$ cat src/rtl/afl_pkg.sv
package afl_pkg;
   typedef enum logic {
      LM_PARALLEL = 1'b0,
      LM_SERIAL   = 1'b1
   } load_mode_e;

   localparam int unsigned DFLT_OFS_PAR = 127;
   localparam int unsigned DFLT_OFS_SER = 1023;
   localparam int unsigned MIN_OFS_W    = 10;
endpackage

$ cat src/rtl/afl_ofs_bank.sv
module afl_ofs_bank
   import afl_pkg::*;
#(
   parameter int OFS_W = 12
) (
   input  logic             clk,
   input  logic             mrs_n,
   input  logic             ld_n,
   input  logic             sen_n,
   input  logic             sdi,
   input  logic             wr_en,
   input  logic [OFS_W-1:0] din,
   output load_mode_e       mode,
   output logic [OFS_W-1:0] ae_ofs,
   output logic [OFS_W-1:0] af_ofs
);
   localparam int SBITS = 2 * OFS_W;
   localparam int BIT_W = $clog2(SBITS + 1);

   logic [BIT_W-1:0] bit_idx;
   logic             wsel;
   logic             ser_go;
   logic             par_go;

   assign ser_go = (mode == LM_SERIAL) && !sen_n && !ld_n && (bit_idx < BIT_W'(SBITS));
   assign par_go = (mode == LM_PARALLEL) && !ld_n && wr_en;

   always_ff @(posedge clk) begin
      if (!mrs_n) begin
         mode    <= ld_n ? LM_SERIAL : LM_PARALLEL;
         ae_ofs  <= ld_n ? OFS_W'(DFLT_OFS_SER) : OFS_W'(DFLT_OFS_PAR);
         af_ofs  <= ld_n ? OFS_W'(DFLT_OFS_SER) : OFS_W'(DFLT_OFS_PAR);
         bit_idx <= '0;
         wsel    <= 1'b0;
      end else begin
         if (ser_go) begin
            for (int i = 0; i < OFS_W; i++) begin
               if (bit_idx == BIT_W'(i))         ae_ofs[i] <= sdi;
               if (bit_idx == BIT_W'(i + OFS_W)) af_ofs[i] <= sdi;
            end
            bit_idx <= bit_idx + 1'b1;
         end
         if (par_go) begin
            if (!wsel) ae_ofs <= din;
            else       af_ofs <= din;
            wsel <= ~wsel;
         end
      end
   end
endmodule

$ cat src/rtl/afl_readback.sv
module afl_readback #(
   parameter int OFS_W = 12
) (
   input  logic             clk,
   input  logic             mrs_n,
   input  logic             ld_n,
   input  logic             rd_en,
   input  logic [OFS_W-1:0] ae_ofs,
   input  logic [OFS_W-1:0] af_ofs,
   output logic [OFS_W-1:0] q
);
   logic rsel;

   always_ff @(posedge clk) begin
      if (!mrs_n) begin
         q    <= '0;
         rsel <= 1'b0;
      end else if (!ld_n && rd_en) begin
         q    <= rsel ? af_ofs : ae_ofs;
         rsel <= ~rsel;
      end
   end
endmodule

$ cat src/rtl/afl_flag_cmp.sv
module afl_flag_cmp #(
   parameter int DEPTH     = 4096,
   parameter int OFS_W     = 12,
   parameter int CNT_W     = 13,
   parameter bit REG_FLAGS = 1'b1
) (
   input  logic             clk,
   input  logic             mrs_n,
   input  logic [CNT_W-1:0] fill,
   input  logic [OFS_W-1:0] ae_ofs,
   input  logic [OFS_W-1:0] af_ofs,
   output logic             ae_n,
   output logic             af_n
);
   localparam int CMP_W = ((CNT_W > OFS_W) ? CNT_W : OFS_W) + 1;

   logic [CMP_W-1:0] fill_x, ae_x, af_x;
   logic             ae_hit, af_hit;

   assign fill_x = CMP_W'(fill);
   assign ae_x   = CMP_W'(ae_ofs);
   assign af_x   = CMP_W'(af_ofs);
   assign ae_hit = (fill_x <= ae_x);
   assign af_hit = ((fill_x + af_x) >= CMP_W'(DEPTH));

   generate
      if (REG_FLAGS) begin : g_reg
         always_ff @(posedge clk) begin
            if (!mrs_n) begin
               ae_n <= 1'b0;
               af_n <= 1'b1;
            end else begin
               ae_n <= ~ae_hit;
               af_n <= ~af_hit;
            end
         end
      end else begin : g_comb
         logic unused_clk;
         assign unused_clk = clk ^ mrs_n;
         assign ae_n = ~ae_hit;
         assign af_n = ~af_hit;
      end
   endgenerate
endmodule

$ cat src/rtl/afl_offset_loader.sv
module afl_offset_loader
   import afl_pkg::*;
#(
   parameter int  DEPTH     = 4096,
   parameter int  OFS_W     = 12,
   parameter bit  REG_FLAGS = 1'b1,
   localparam int CNT_W     = $clog2(DEPTH + 1)
) (
   input  logic             clk,
   input  logic             mrs_n,
   input  logic             ld_n,
   input  logic             sen_n,
   input  logic             sdi,
   input  logic             wr_en,
   input  logic             rd_en,
   input  logic [OFS_W-1:0] din,
   output logic [OFS_W-1:0] q,
   input  logic [CNT_W-1:0] fill,
   output logic             ae_n,
   output logic             af_n
);
   generate
      if (OFS_W < MIN_OFS_W) begin : g_bad_ofs_w
         $error("afl_offset_loader: OFS_W too narrow for default offsets");
      end
      if (DEPTH < 2) begin : g_bad_depth
         $error("afl_offset_loader: DEPTH must be at least 2");
      end
   endgenerate

   load_mode_e       mode;
   logic [OFS_W-1:0] ae_ofs;
   logic [OFS_W-1:0] af_ofs;

   afl_ofs_bank #(.OFS_W(OFS_W)) u_bank (
      .clk(clk), .mrs_n(mrs_n), .ld_n(ld_n), .sen_n(sen_n), .sdi(sdi),
      .wr_en(wr_en), .din(din), .mode(mode), .ae_ofs(ae_ofs), .af_ofs(af_ofs)
   );

   afl_readback #(.OFS_W(OFS_W)) u_rdbk (
      .clk(clk), .mrs_n(mrs_n), .ld_n(ld_n), .rd_en(rd_en),
      .ae_ofs(ae_ofs), .af_ofs(af_ofs), .q(q)
   );

   afl_flag_cmp #(.DEPTH(DEPTH), .OFS_W(OFS_W), .CNT_W(CNT_W), .REG_FLAGS(REG_FLAGS)) u_cmp (
      .clk(clk), .mrs_n(mrs_n), .fill(fill), .ae_ofs(ae_ofs), .af_ofs(af_ofs),
      .ae_n(ae_n), .af_n(af_n)
   );
endmodule

$ cat config.mk
export PLATFORM = sky130hd
export DESIGN_NAME = afl_offset_loader
export DESIGN_NICKNAME = d
export VERILOG_FILES = /design/src/rtl/afl_pkg.sv /design/src/rtl/afl_ofs_bank.sv /design/src/rtl/afl_readback.sv /design/src/rtl/afl_flag_cmp.sv /design/src/rtl/afl_offset_loader.sv
export SDC_FILE = /design/constraint.sdc
export NUM_CORES = 1
export LEC_CHECK = 0
export BUFFER_PORTS_ARGS = -buffer_cell sky130_fd_sc_hd__buf_2
export CAP_MARGIN = 5
export CORE_UTILIZATION = 35
export DETAILED_ROUTE_END_ITERATION = 10
export PLACE_DENSITY_LB_ADDON = 0.08
export SETUP_SLACK_MARGIN = 0.3
export SLEW_MARGIN = 5
export SYNTH_ARGS = -nofsm -noshare
export SYNTH_HDL_FRONTEND = slang
export SYNTH_SLANG_ARGS = --single-unit
$ cat constraint.sdc
create_clock -name clk -period 3.89 [get_ports clk]
set_clock_uncertainty 0.05 [all_clocks]
set_input_delay 0.1945 -clock clk [delete_from_list [all_inputs] [get_ports clk]]
set_output_delay 0.1945 -clock clk [all_outputs]
set_load 0.02 [all_outputs]
==> results.sh, run 1 <==
export IMPL_grt_max_degree=27
export IMPL_finalHoldViolations=0
export IMPL_rsz0062_at_grt="false"
export IMPL_yosysSeqAreaShare=0.3265
export IMPL_ios=46
export IMPL_endpoint_kind="flip-flop"
export IMPL_cts_resized=0
export IMPL_antenna_found_initial=0
export IMPL_maxSlewHeadroom=0.4749
export IMPL_p_leak_nw=1.431
export IMPL_syn_to_final_growth_pct=12.94
export IMPL_die_area_sq_um=8512
export IMPL_row_count=32
export IMPL_start_kind="flip-flop"
export IMPL_maxCapViolCount=0
export IMPL_cts_sinks=46
export IMPL_via_count=2396
export IMPL_synth_cells=327
export IMPL_final_period_utilization=0.5096
export IMPL_vdd_drop_max_mv=0.1363
export IMPL_timing_final_max_slew_violations=0
export IMPL_min_period_ns=1.982
export IMPL_start_util=0.3652
export IMPL_yosys_most_used_dff="dfxtp_1"
export IMPL_clk_latency_ns=0.30
export IMPL_cts_inserted_buffers=5
export IMPL_clk_pin_slew_ns=0.08
export IMPL_critical_path_arrival_ns=2.09
export IMPL_coreArea_sq_um=7807
export IMPL_port_buffers=45
export IMPL_avgSynthCellArea_sq_um=8.720
export IMPL_postCtsHoldBufs=0
export IMPL_drc=0
export IMPL_drt_iter0_markers=108
export IMPL_setup_viol=0
export IMPL_nFillCells=826
export IMPL_fmax_mhz=504.5
export IMPL_cts_setup_buffers=0
export IMPL_status="finished clean"
export IMPL_holdWs_ns=0.09107
export IMPL_grt_pass1_vias=2246
export IMPL_dp_hpwl_mm=5.420
export IMPL_worstPathMaxFanout=12
export IMPL_totalWireLength_mm=7.097
export IMPL_gp_congestion=0.7748
export IMPL_cts_buffer_depth=2
export IMPL_diodes=0
export IMPL_synth_seq_cells=46
export IMPL_cts_root_buffer="clkbuf_8"
export IMPL_yosysWarnings=0
export IMPL_post_drt_wl_per_cell_microns=15.33
export IMPL_fp_dieW_microns=92.26
export IMPL_crit_type="reg -> reg"
export IMPL_grt_usage=0.1785
export IMPL_yosys_cell_types_count=44
export IMPL_drtPass1Iterations=4
export IMPL_final_setup_tns_ns=0
export IMPL_cts_tree="done"
export IMPL_cts_max_level=2
export IMPL_total_power_mw=1.047
export IMPL_drt_vias_per_instance=5.175
export IMPL_final_cell_mix="45 x buf_2, 45 x dfxtp_1, 36 x nor2_1"
export IMPL_tightest_slew_ns=0.7866
export IMPL_die_height_microns=92.26
export IMPL_ant_nets=0
export IMPL_crit_required_ns=4.00
export IMPL_syn_area_sq_um=2851
export IMPL_hold_path_class="in -> reg"
export IMPL_synth_async_sr_flop_share=0
export IMPL_nNetsFinal=422
export IMPL_synth_nets=389
export IMPL_grt_pass1_wl_mm=11.74
export IMPL_layout_drive_gt1_share=0.1801
export IMPL_synth_enable_flop_cells=1
export IMPL_p_per_area_nw_per_um2=325.2
export IMPL_grt_overflow_total=0
-- synthesized netlist by cell type, drive strengths merged (5+ instances only) --
master / number / area (sq um)
dfxtp: 45 / 900.9
nor2: 37 / 141.4
ha: 29 / 362.9
mux2i: 27 / 270.3
nand2: 25 / 93.84
nand3: 20 / 110.1
a211oi: 18 / 135.1
o21ai: 17 / 85.08
inv: 16 / 60.06
o211ai: 14 / 105.1
a21oi: 12 / 60.06
clkbuf: 11 / 41.29
buf: 9 / 51.30
mux2: 5 / 56.30
-- critical path: stages, from the launching register on --
cell and delay [ns]:
dfxtp_1 0.38, nor4b_4 0.69, and2_2 0.34, a21oi_1 0.08, a31oi_1 0.21, a211oi_1 0.10
-- sequential cells by signal, summed over array words and instances, names as in the netlist --
| name | count |
|---|---|
| u_bank.ae_ofs | 12 |
| u_bank.af_ofs | 12 |
| u_rdbk.q | 12 |
| u_bank.bit_idx | 5 |
| u_bank.mode | 1 |
| u_bank.wsel | 1 |
| u_cmp.ae_n | 1 |
| u_cmp.af_n | 1 |
| u_rdbk.rsel | 1 |
-- final cells by class --
cell class              instances  area [sq um]  area share
clock buffers                   8         101.3     0.03147
flip-flops and latches         46         930.9      0.2890
repair buffers                 46         232.7     0.07226
multi-input cells             244          1764      0.5478
well taps                     102         127.6     0.03963
inverters                      17         63.81     0.01981
-- per-layer routing --
| metal | track usage | up-vias | routed length, microns |
|---|---|---|---|
| met1 | 0.2522 | 1102 | 3660 |
| met5 | 0 | - | 0 |
| met4 | 0.03906 | 0 | 60 |
| met2 | 0.2854 | 51 | 3162 |
| li1 | - | 1236 | - |
| met3 | 0.02736 | 7 | 213 |
-- kinds of logic after synthesis --
| family | Yosys count | share of synthesized area |
|---|---|---|
| AND/OR/NAND/NOR | 100 | 0.1698 |
| AO/OA/AOI/OAI | 78 | 0.1878 |
| flip-flops | 46 | 0.3265 |
| buffers and inverters | 37 | 0.05485 |
| multiplexers | 32 | 0.1145 |
| adder cells (fa/ha/maj) | 30 | 0.1343 |
| XOR/XNOR | 4 | 0.01229 |
-- final timing paths --
| kind | startpoint | end | slack (ns) | depth (start not counted) |
|---|---|---|---|---|
| worst max-delay path | u_bank.bit_idx[4]$_SDFFE_PN0P_ | u_bank.ae_ofs[10]$_SDFF_PN0_ | 1.91 | 5 |
| worst max register to register | u_bank.bit_idx[4]$_SDFFE_PN0P_ | u_bank.ae_ofs[10]$_SDFF_PN0_ | 1.91 | 5 |
| worst min-delay path | din[4] | u_bank.ae_ofs[4]$_SDFF_PN1_ | 0.09 | 3 |
| worst min register to register | u_rdbk.q[0]$_SDFFE_PN0P_ | u_rdbk.q[0]$_SDFFE_PN0P_ | 0.45 | 2 |
-- through the flow --
step	instances	area, sq um	worst slack [ns]	utilization
after floorplan	327	2851	2.295	-
final	463	3221	1.908	0.4125
after CTS	463	3221	1.887	0.4125
after global routing	463	3221	1.749	0.4125
after global placement	455	3119	1.857	0.3995
after detailed placement	455	3119	1.869	0.3995
-- power breakdown --
group	internal (mW)	switching (mW)	leakage (nW)	total [mW]
Combinational	0.0818	0.109	1.00	0.191
Sequential	0.500	0.0263	0.380	0.527
Clock	0.167	0.163	0.0506	0.330
Total	0.749	0.299	1.43	1.05
Power figures use the tool's default switching activity.
==> run 2, diff against run 1 <==
--- a/config.mk
+++ b/config.mk
@@ -5,6 +5,7 @@
 export SDC_FILE = /design/constraint.sdc
 export NUM_CORES = 1
 export LEC_CHECK = 0
+export ABC_AREA = 1
 export BUFFER_PORTS_ARGS = -buffer_cell sky130_fd_sc_hd__buf_2
 export CAP_MARGIN = 5
 export CORE_UTILIZATION = 35
==> constraint.sdc (replaced) <==
create_clock -name clk -period 2 [get_ports clk]
set_clock_uncertainty 0.05 [all_clocks]
set_input_delay 0.1 -clock clk [delete_from_list [all_inputs] [get_ports clk]]
set_output_delay 0.1 -clock clk [all_outputs]
set_load 0.02 [all_outputs]
==> results.sh, run 2 <==
export IMPL_p_leak_nw=1.914
export IMPL_fp_dieW_microns=97.70
export IMPL_grt_usage=0.2119
export IMPL_cts_inserted_buffers=5
export IMPL_coreArea_sq_um=8806
export IMPL_maxCapViolCount=0
export IMPL_row_count=34
export IMPL_path_cells="dlygate4sd3_1, buf_2, inv_2, nand2_1, nor2_1, nand2_1, buf_4, clkinvlp_4, a21oi_1, o21ai_0, nand3_1"
export IMPL_start_util=0.3640
export IMPL_drt_vias_per_instance=5.029
export IMPL_pwr_share_clk=0.305
export IMPL_grt_pass1_vias=3070
export IMPL_met2_length_mm=4.079
export IMPL_min_delay_start="din[11]"
export IMPL_cts_buffer_depth=2
export IMPL_synth_cells=497
export IMPL_final_period_utilization=0.7886
export IMPL_diodes=0
export IMPL_status="complete, but fails checks"
export IMPL_clk_pin_slew_ns=0.09
export IMPL_vdd_drop_max_mv=0.4048
export IMPL_via_count=3284
export IMPL_critPathSlowestCell="dlygate4sd3_1"
export IMPL_dp_hpwl_mm=7.298
export IMPL_hold_depth=5
export IMPL_totalWireLength_mm=9.766
export IMPL_avgSynthCellArea_sq_um=6.450
export IMPL_syn_to_final_growth_pct=16.20
export IMPL_largestRegisters="u_bank.ae_ofs: 12 flops, u_bank.af_ofs: 12 flops, u_rdbk.q: 12 flops"
export IMPL_seqPwrFrac=0.464
export IMPL_p_per_area_nw_per_um2=598.8
export IMPL_yosysTopAreaCellShare=0.2810
export IMPL_port_buffers=45
export IMPL_tightest_slew_ns=0.5552
export IMPL_ant_nets=0
export IMPL_antenna_found_initial=0
export IMPL_drt_iter0_markers=232
export IMPL_final_setup_tns_ns=0
export IMPL_hold_path_class="in -> reg"
export IMPL_top_layer="met4"
export IMPL_holdWs_ns=0.05146
export IMPL_drtPass1Iterations=8
export IMPL_swShare=0.3303
export IMPL_critical_path_arrival_ns=1.72
export IMPL_die_area_sq_um=9545
export IMPL_wl_met1_mm=4.988
export IMPL_setup_viol=0
export IMPL_wl_met3_microns=609
export IMPL_rr_worst_depth=9
export IMPL_cts_root_buffer="clkbuf_8"
export IMPL_yosysSeqAreaShare=0.2904
export IMPL_cts_max_level=2
export IMPL_finalHoldViolations=0
export IMPL_yosysTopAreaCell="dfxtp_1"
export IMPL_rsz0062_at_grt="true"
export IMPL_yosys_cell_types_count=25
export IMPL_min_period_ns=1.577
export IMPL_drc=12
export IMPL_timing_final_max_slew_violations=0
export IMPL_grt_overflow_total=0
export IMPL_final_cell_mix="144 x nand2_1, 61 x inv_1, 47 x o21ai_0"
export IMPL_rrSetupSlack_ns=0.43
export IMPL_power_switching_mw=0.7368
export IMPL_post_drt_wl_per_cell_microns=14.96
export IMPL_cts_sinks=46
export IMPL_yosys_top_cells_count="144 x nand2_1, 62 x inv_1, 49 x o21ai_0"
export IMPL_hold_end="u_bank.ae_ofs[11]$_SDFF_PN0_"
export IMPL_violations="DRC"
export IMPL_internal_power_mw=1.494
export IMPL_syn_area_sq_um=3206
export IMPL_nNetsFinal=606
export IMPL_yosysMostFrequentCell="nand2_1"
export IMPL_die_height_microns=97.70
export IMPL_p_comb_frac=0.231
export IMPL_start_kind="primary input"
export IMPL_final_common_cell="nand2_1"
export IMPL_gp_congestion=0.8176
export IMPL_grt_max_degree=28
export IMPL_layout_drive_gt1_share=0.1505
export IMPL_yosys_most_used_dff="dfxtp_1"
export IMPL_crit_required_ns=2.14
export IMPL_synthTopCellsByArea="dfxtp_1 28%, nand2_1 17%, ha_1 11%"
export IMPL_synth_enable_flop_cells=1
export IMPL_cp_common_cell="nand2_1"
export IMPL_yosysWarnings=0
export IMPL_clk_latency_ns=0.31
export IMPL_cts_tree="done"
export IMPL_cpPeakStageDelay_ns=0.53
export IMPL_grt_pass1_wl_mm=15.77
export IMPL_worstPathMaxFanout=10
export IMPL_rr_endpoint="u_bank.af_ofs[6]$_SDFF_PN1_"
export IMPL_crit_type="in -> reg"
export IMPL_maxSlewHeadroom=0.6295
export IMPL_r2r_start="u_bank.bit_idx[0]$_SDFFE_PN0P_"
export IMPL_endpoint_kind="flip-flop"
export IMPL_synth_async_sr_flop_share=0
export IMPL_synth_nets=559
export IMPL_ios=46
export IMPL_synth_seq_cells=46
export IMPL_fmax_mhz=634.0
run 2: cell count changes after synthesis, moves of 14 or more:
cell | previous run | this run
o211ai_1 | 14 | 0
a21oi_1 | 12 | 43
nor2_1 | 36 | 22
nand3_1 | 18 | 40
nand2_1 | 25 | 144
a211oi_1 | 18 | 0
o21ai_0 | 14 | 49
mux2i_1 | 27 | 0
inv_1 | 16 | 62
run 2: stage by stage:
stage	power, mW	instances	area (sq um)	util	setup slack (ns)
2_1_floorplan	1.378	497	3206	-	0.5723
3_5_place_dp	1.550	635	3500	0.3974	0.2996
6_report	2.231	653	3725	0.4230	0.4228
4_1_cts	2.240	648	3659	0.4155	0.3541
5_1_grt	2.370	653	3725	0.4230	0.2753
3_3_place_gp	1.547	635	3500	0.3974	0.3241
run 2: what timing repair did:
item                                   in CTS  in global routing
gates cloned                                0                  1
pin swaps                                   0                  1
endpoints found under the hold margin       5                  0
buffers inserted                            0                  4
gates resized for setup                     2                 11
setup endpoints to repair                   1                 14
hold buffers                                5                  0
run 2: layout make-up:
cell class                 instances  area (sq um)
fill                             980          5081
multi-input combinational        364          1936
sequential                        46         935.9
timing repair buffer              62         365.4
inverter                          65         247.7
tap                              108         135.1
clock buffer                       7         96.34
clock inverter                     1         8.758
run 2: cells by family after synthesis:
kind of cell,synth area share
and+or+nand+nor,0.3080
AOI/OAI and AO/OA,0.1667
buffers and inverters,0.1155
DFF,0.2904
adders and majority gates,0.1194
run 2: worst max path at each step:
stage	start	endpoint	slack, ns
detailed placement	u_bank.bit_idx[0]$_SDFFE_PN0P_	u_bank.af_ofs[3]$_SDFF_PN1_	0.30
floorplan	u_bank.bit_idx[0]$_SDFFE_PN0P_	u_bank.af_ofs[4]$_SDFF_PN1_	0.57
finish	ld_n	u_bank.af_ofs[3]$_SDFF_PN1_	0.42
CTS	u_bank.mode$_DFFE_PN_	u_bank.ae_ofs[5]$_SDFF_PN1_	0.35
global placement	u_bank.bit_idx[4]$_SDFFE_PN0P_	u_bank.af_ofs[3]$_SDFF_PN1_	0.32
global route	u_bank.bit_idx[0]$_SDFFE_PN0P_	u_bank.af_ofs[6]$_SDFF_PN1_	0.28
run 2: worst max-delay path, delay by kind of cell:
family | cells | cell delay, ns
and+or+nand+nor | 4 | 0.38
AOI/OAI and AO/OA | 2 | 0.16
buffers and inverters | 5 | 1.08
run 2: routing by layer:
layer	vias to the layer above	global-route usage
li1	1717	-
met1	1472	0.3123
met2	89	0.3224
met3	6	0.02734
met4	0	0.05828
met5	-	0
run 2: power by group through the flow:
| stage | logic (mW) | clock network, mW | registers (mW) |
|---|---|---|---|
| final | 0.514 | 0.680 | 1.04 |
| after global routing | 0.592 | 0.734 | 1.04 |
| after CTS | 0.506 | 0.701 | 1.03 |
| after detailed placement | 0.496 | 0 | 1.05 |
| after global placement | 0.494 | 0 | 1.05 |
| after floorplan | 0.321 | 0 | 1.06 |
==> run 3, diff against run 2 <==
--- a/config.mk
+++ b/config.mk
@@ -5,7 +5,7 @@
 export SDC_FILE = /design/constraint.sdc
 export NUM_CORES = 1
 export LEC_CHECK = 0
-export ABC_AREA = 1
+export ABC_AREA = 0
 export BUFFER_PORTS_ARGS = -buffer_cell sky130_fd_sc_hd__buf_2
 export CAP_MARGIN = 5
 export CORE_UTILIZATION = 35
==> constraint.sdc (replaced) <==
create_clock -name clk -period 1.53 [get_ports clk]
set_clock_uncertainty 0.05 [all_clocks]
set_input_delay 0.0765 -clock clk [delete_from_list [all_inputs] [get_ports clk]]
set_output_delay 0.0765 -clock clk [all_outputs]
set_load 0.02 [all_outputs]
==> results.sh, run 3 (same netlist as run 1, synthesis figures left out) <==
export IMPL_cts_sinks=46
export IMPL_grt_usage=0.2057
export IMPL_dp_hpwl_mm=6.132
export IMPL_vdd_drop_max_mv=0.4028
export IMPL_nNetsFinal=486
export IMPL_die_height_microns=92.26
export IMPL_grt_overflow_total=0
export IMPL_tightest_slew_ns=0.4777
export IMPL_cts_buffer_depth=2
export IMPL_start_kind="flip-flop"
export IMPL_min_period_ns=1.602
export IMPL_nFillCells=744
export IMPL_drt_vias_per_instance=5.044
export IMPL_cts_tree="done"
export IMPL_p_per_area_nw_per_um2=713.7
export IMPL_port_buffers=45
export IMPL_place_inst=505
export IMPL_grt_pass1_vias=2662
export IMPL_final_common_cell="buf_4"
export IMPL_fp_dieW_microns=92.26
export IMPL_fin_util=0.5375
export IMPL_coreArea_sq_um=7807
export IMPL_hold_path_class="in -> reg"
export IMPL_gp_congestion=0.7925
export IMPL_post_drt_wl_per_cell_microns=15.25
export IMPL_antenna_found_initial=0
export IMPL_syn_to_final_growth_pct=47.17
export IMPL_totalWireLength_mm=8.038
export IMPL_clk_pin_slew_ns=0.09
export IMPL_drtPass1Iterations=4
export IMPL_crit_type="reg -> reg"
export IMPL_rsz0062_at_grt="true"
export IMPL_start_util=0.3652
export IMPL_ant_nets=0
export IMPL_cts_root_buffer="clkbuf_8"
export IMPL_final_cell_mix="49 x buf_4, 45 x buf_2, 32 x dfxtp_1"
export IMPL_layout_drive_gt1_share=0.4541
export IMPL_stdcell_area_sq_um=4197
export IMPL_fmax_mhz=624.3
export IMPL_placed_area_sq_um=3656
export IMPL_row_count=32
export IMPL_drt_iter0_markers=74
export IMPL_drc=0
export IMPL_grt_max_degree=27
export IMPL_via_count=2658
export IMPL_cts_inserted_buffers=5
export IMPL_critical_path_arrival_ns=1.73
export IMPL_finalNonFillerCells=527
export IMPL_worstPathMaxFanout=2
export IMPL_timing_final_max_slew_violations=0
export IMPL_worst_slack_ns=-0.07168
export IMPL_status="complete, but fails checks"
export IMPL_cts_max_level=2
export IMPL_die_area_sq_um=8512
export IMPL_grt_pass1_wl_mm=13.38
export IMPL_violations="setup timing"
export IMPL_ios=46
export IMPL_p_leak_nw=1.821
export IMPL_maxSlewHeadroom=0.6815
export IMPL_maxCapViolCount=0
export IMPL_largestRegisters="u_bank.ae_ofs: 12 flops, u_bank.af_ofs: 12 flops, u_rdbk.q: 12 flops"
export IMPL_diodes=0
export IMPL_endpoint_kind="flip-flop"
export IMPL_finalHoldViolations=0
export IMPL_setup_viol=7
export IMPL_crit_required_ns=1.66
export IMPL_clk_latency_ns=0.30
export IMPL_final_period_utilization=1.047
-- run 3: cell types whose count changed in the layout (fill, tap and decap cells not counted), moves of 9 or more --
cell	before	now
o211ai_1	0	14
a211oi_1	0	14
nand2_1	144	20
o21ai_0	47	6
mux2i_1	0	26
nand3_1	40	5
inv_1	61	13
nand4_1	16	4
dfxtp_1	41	32
buf_4	12	49
a21oi_1	43	6
-- run 3: stage by stage --
step / setup TNS, ns / hold slack (ns) / setup slack (ns) / power, mW
final: -0.1698 / 0.02607 / -0.07168 / 2.995
after global routing: -1.193 / 0.05291 / -0.1175 / 3.148
after CTS: -0.3212 / 0.005975 / -0.09063 / 2.985
after detailed placement: -0.4759 / 0.2832 / -0.1180 / 1.971
after global placement: -0.2264 / 0.2726 / -0.08337 / 1.964
after floorplan: 0 / 0.1254 / 0.0001962 / 1.705
-- run 3: area by class of cell --
cell class              instances  area (sq um)  share of cell area
clock buffers                   6         72.57             0.01729
clock inverters                 2         36.28            0.008646
inverters                      17         63.81             0.01521
multi-input cells             244          2153              0.5131
flip-flops and latches         46         952.2              0.2269
well taps                     102         127.6             0.03041
repair buffers                110         790.8              0.1884
-- run 3: worst paths after layout --
kind / slack [ns] / to / cells after the start / startpoint
max: -0.07 / u_cmp.af_n$_SDFF_PN1_ / 7 / u_bank.af_ofs[0]$_SDFF_PN1_
min: 0.03 / u_bank.af_ofs[11]$_SDFF_PN0_ / 3 / din[11]
min reg2reg: 0.45 / u_rdbk.q[4]$_SDFFE_PN0P_ / 2 / u_rdbk.q[4]$_SDFFE_PN0P_
max reg2reg: -0.07 / u_cmp.af_n$_SDFF_PN1_ / 7 / u_bank.af_ofs[0]$_SDFF_PN1_
-- run 3: layer usage --
metal  track usage  up-vias  part of all wire
met1        0.2781     1217              0.50
met5             0        -                 0
li1              -     1377                 -
met3       0.03068        8             0.031
met2        0.3408       56              0.46
met4       0.05339        0            0.0097
-- run 3: repair_timing --
item	in CTS	in global routing
pin swaps	25	17
setup endpoints to repair	31	32
hold buffers	7	0
resized for setup	48	24
setup buffers	4	3
hold endpoints to repair	13	0
gates cloned	0	0
-- run 3: worst max-delay path, cell delays in order (launching register included) --
cell	delay, ns
dfxtp_2	0.35
ha_4	0.17
fa_2	0.35
a21oi_2	0.15
o21ai_2	0.08
a21oi_2	0.14
or2_4	0.13
o311ai_2	0.07
-- run 3: power by group --
part / total (mW) / internal, mW / switching, mW / leakage [nW]
sequential: 1.32 / 1.27 / 0.0450 / 0.382
clock: 0.935 / 0.490 / 0.445 / 0.0557
combinational: 0.742 / 0.358 / 0.384 / 1.38
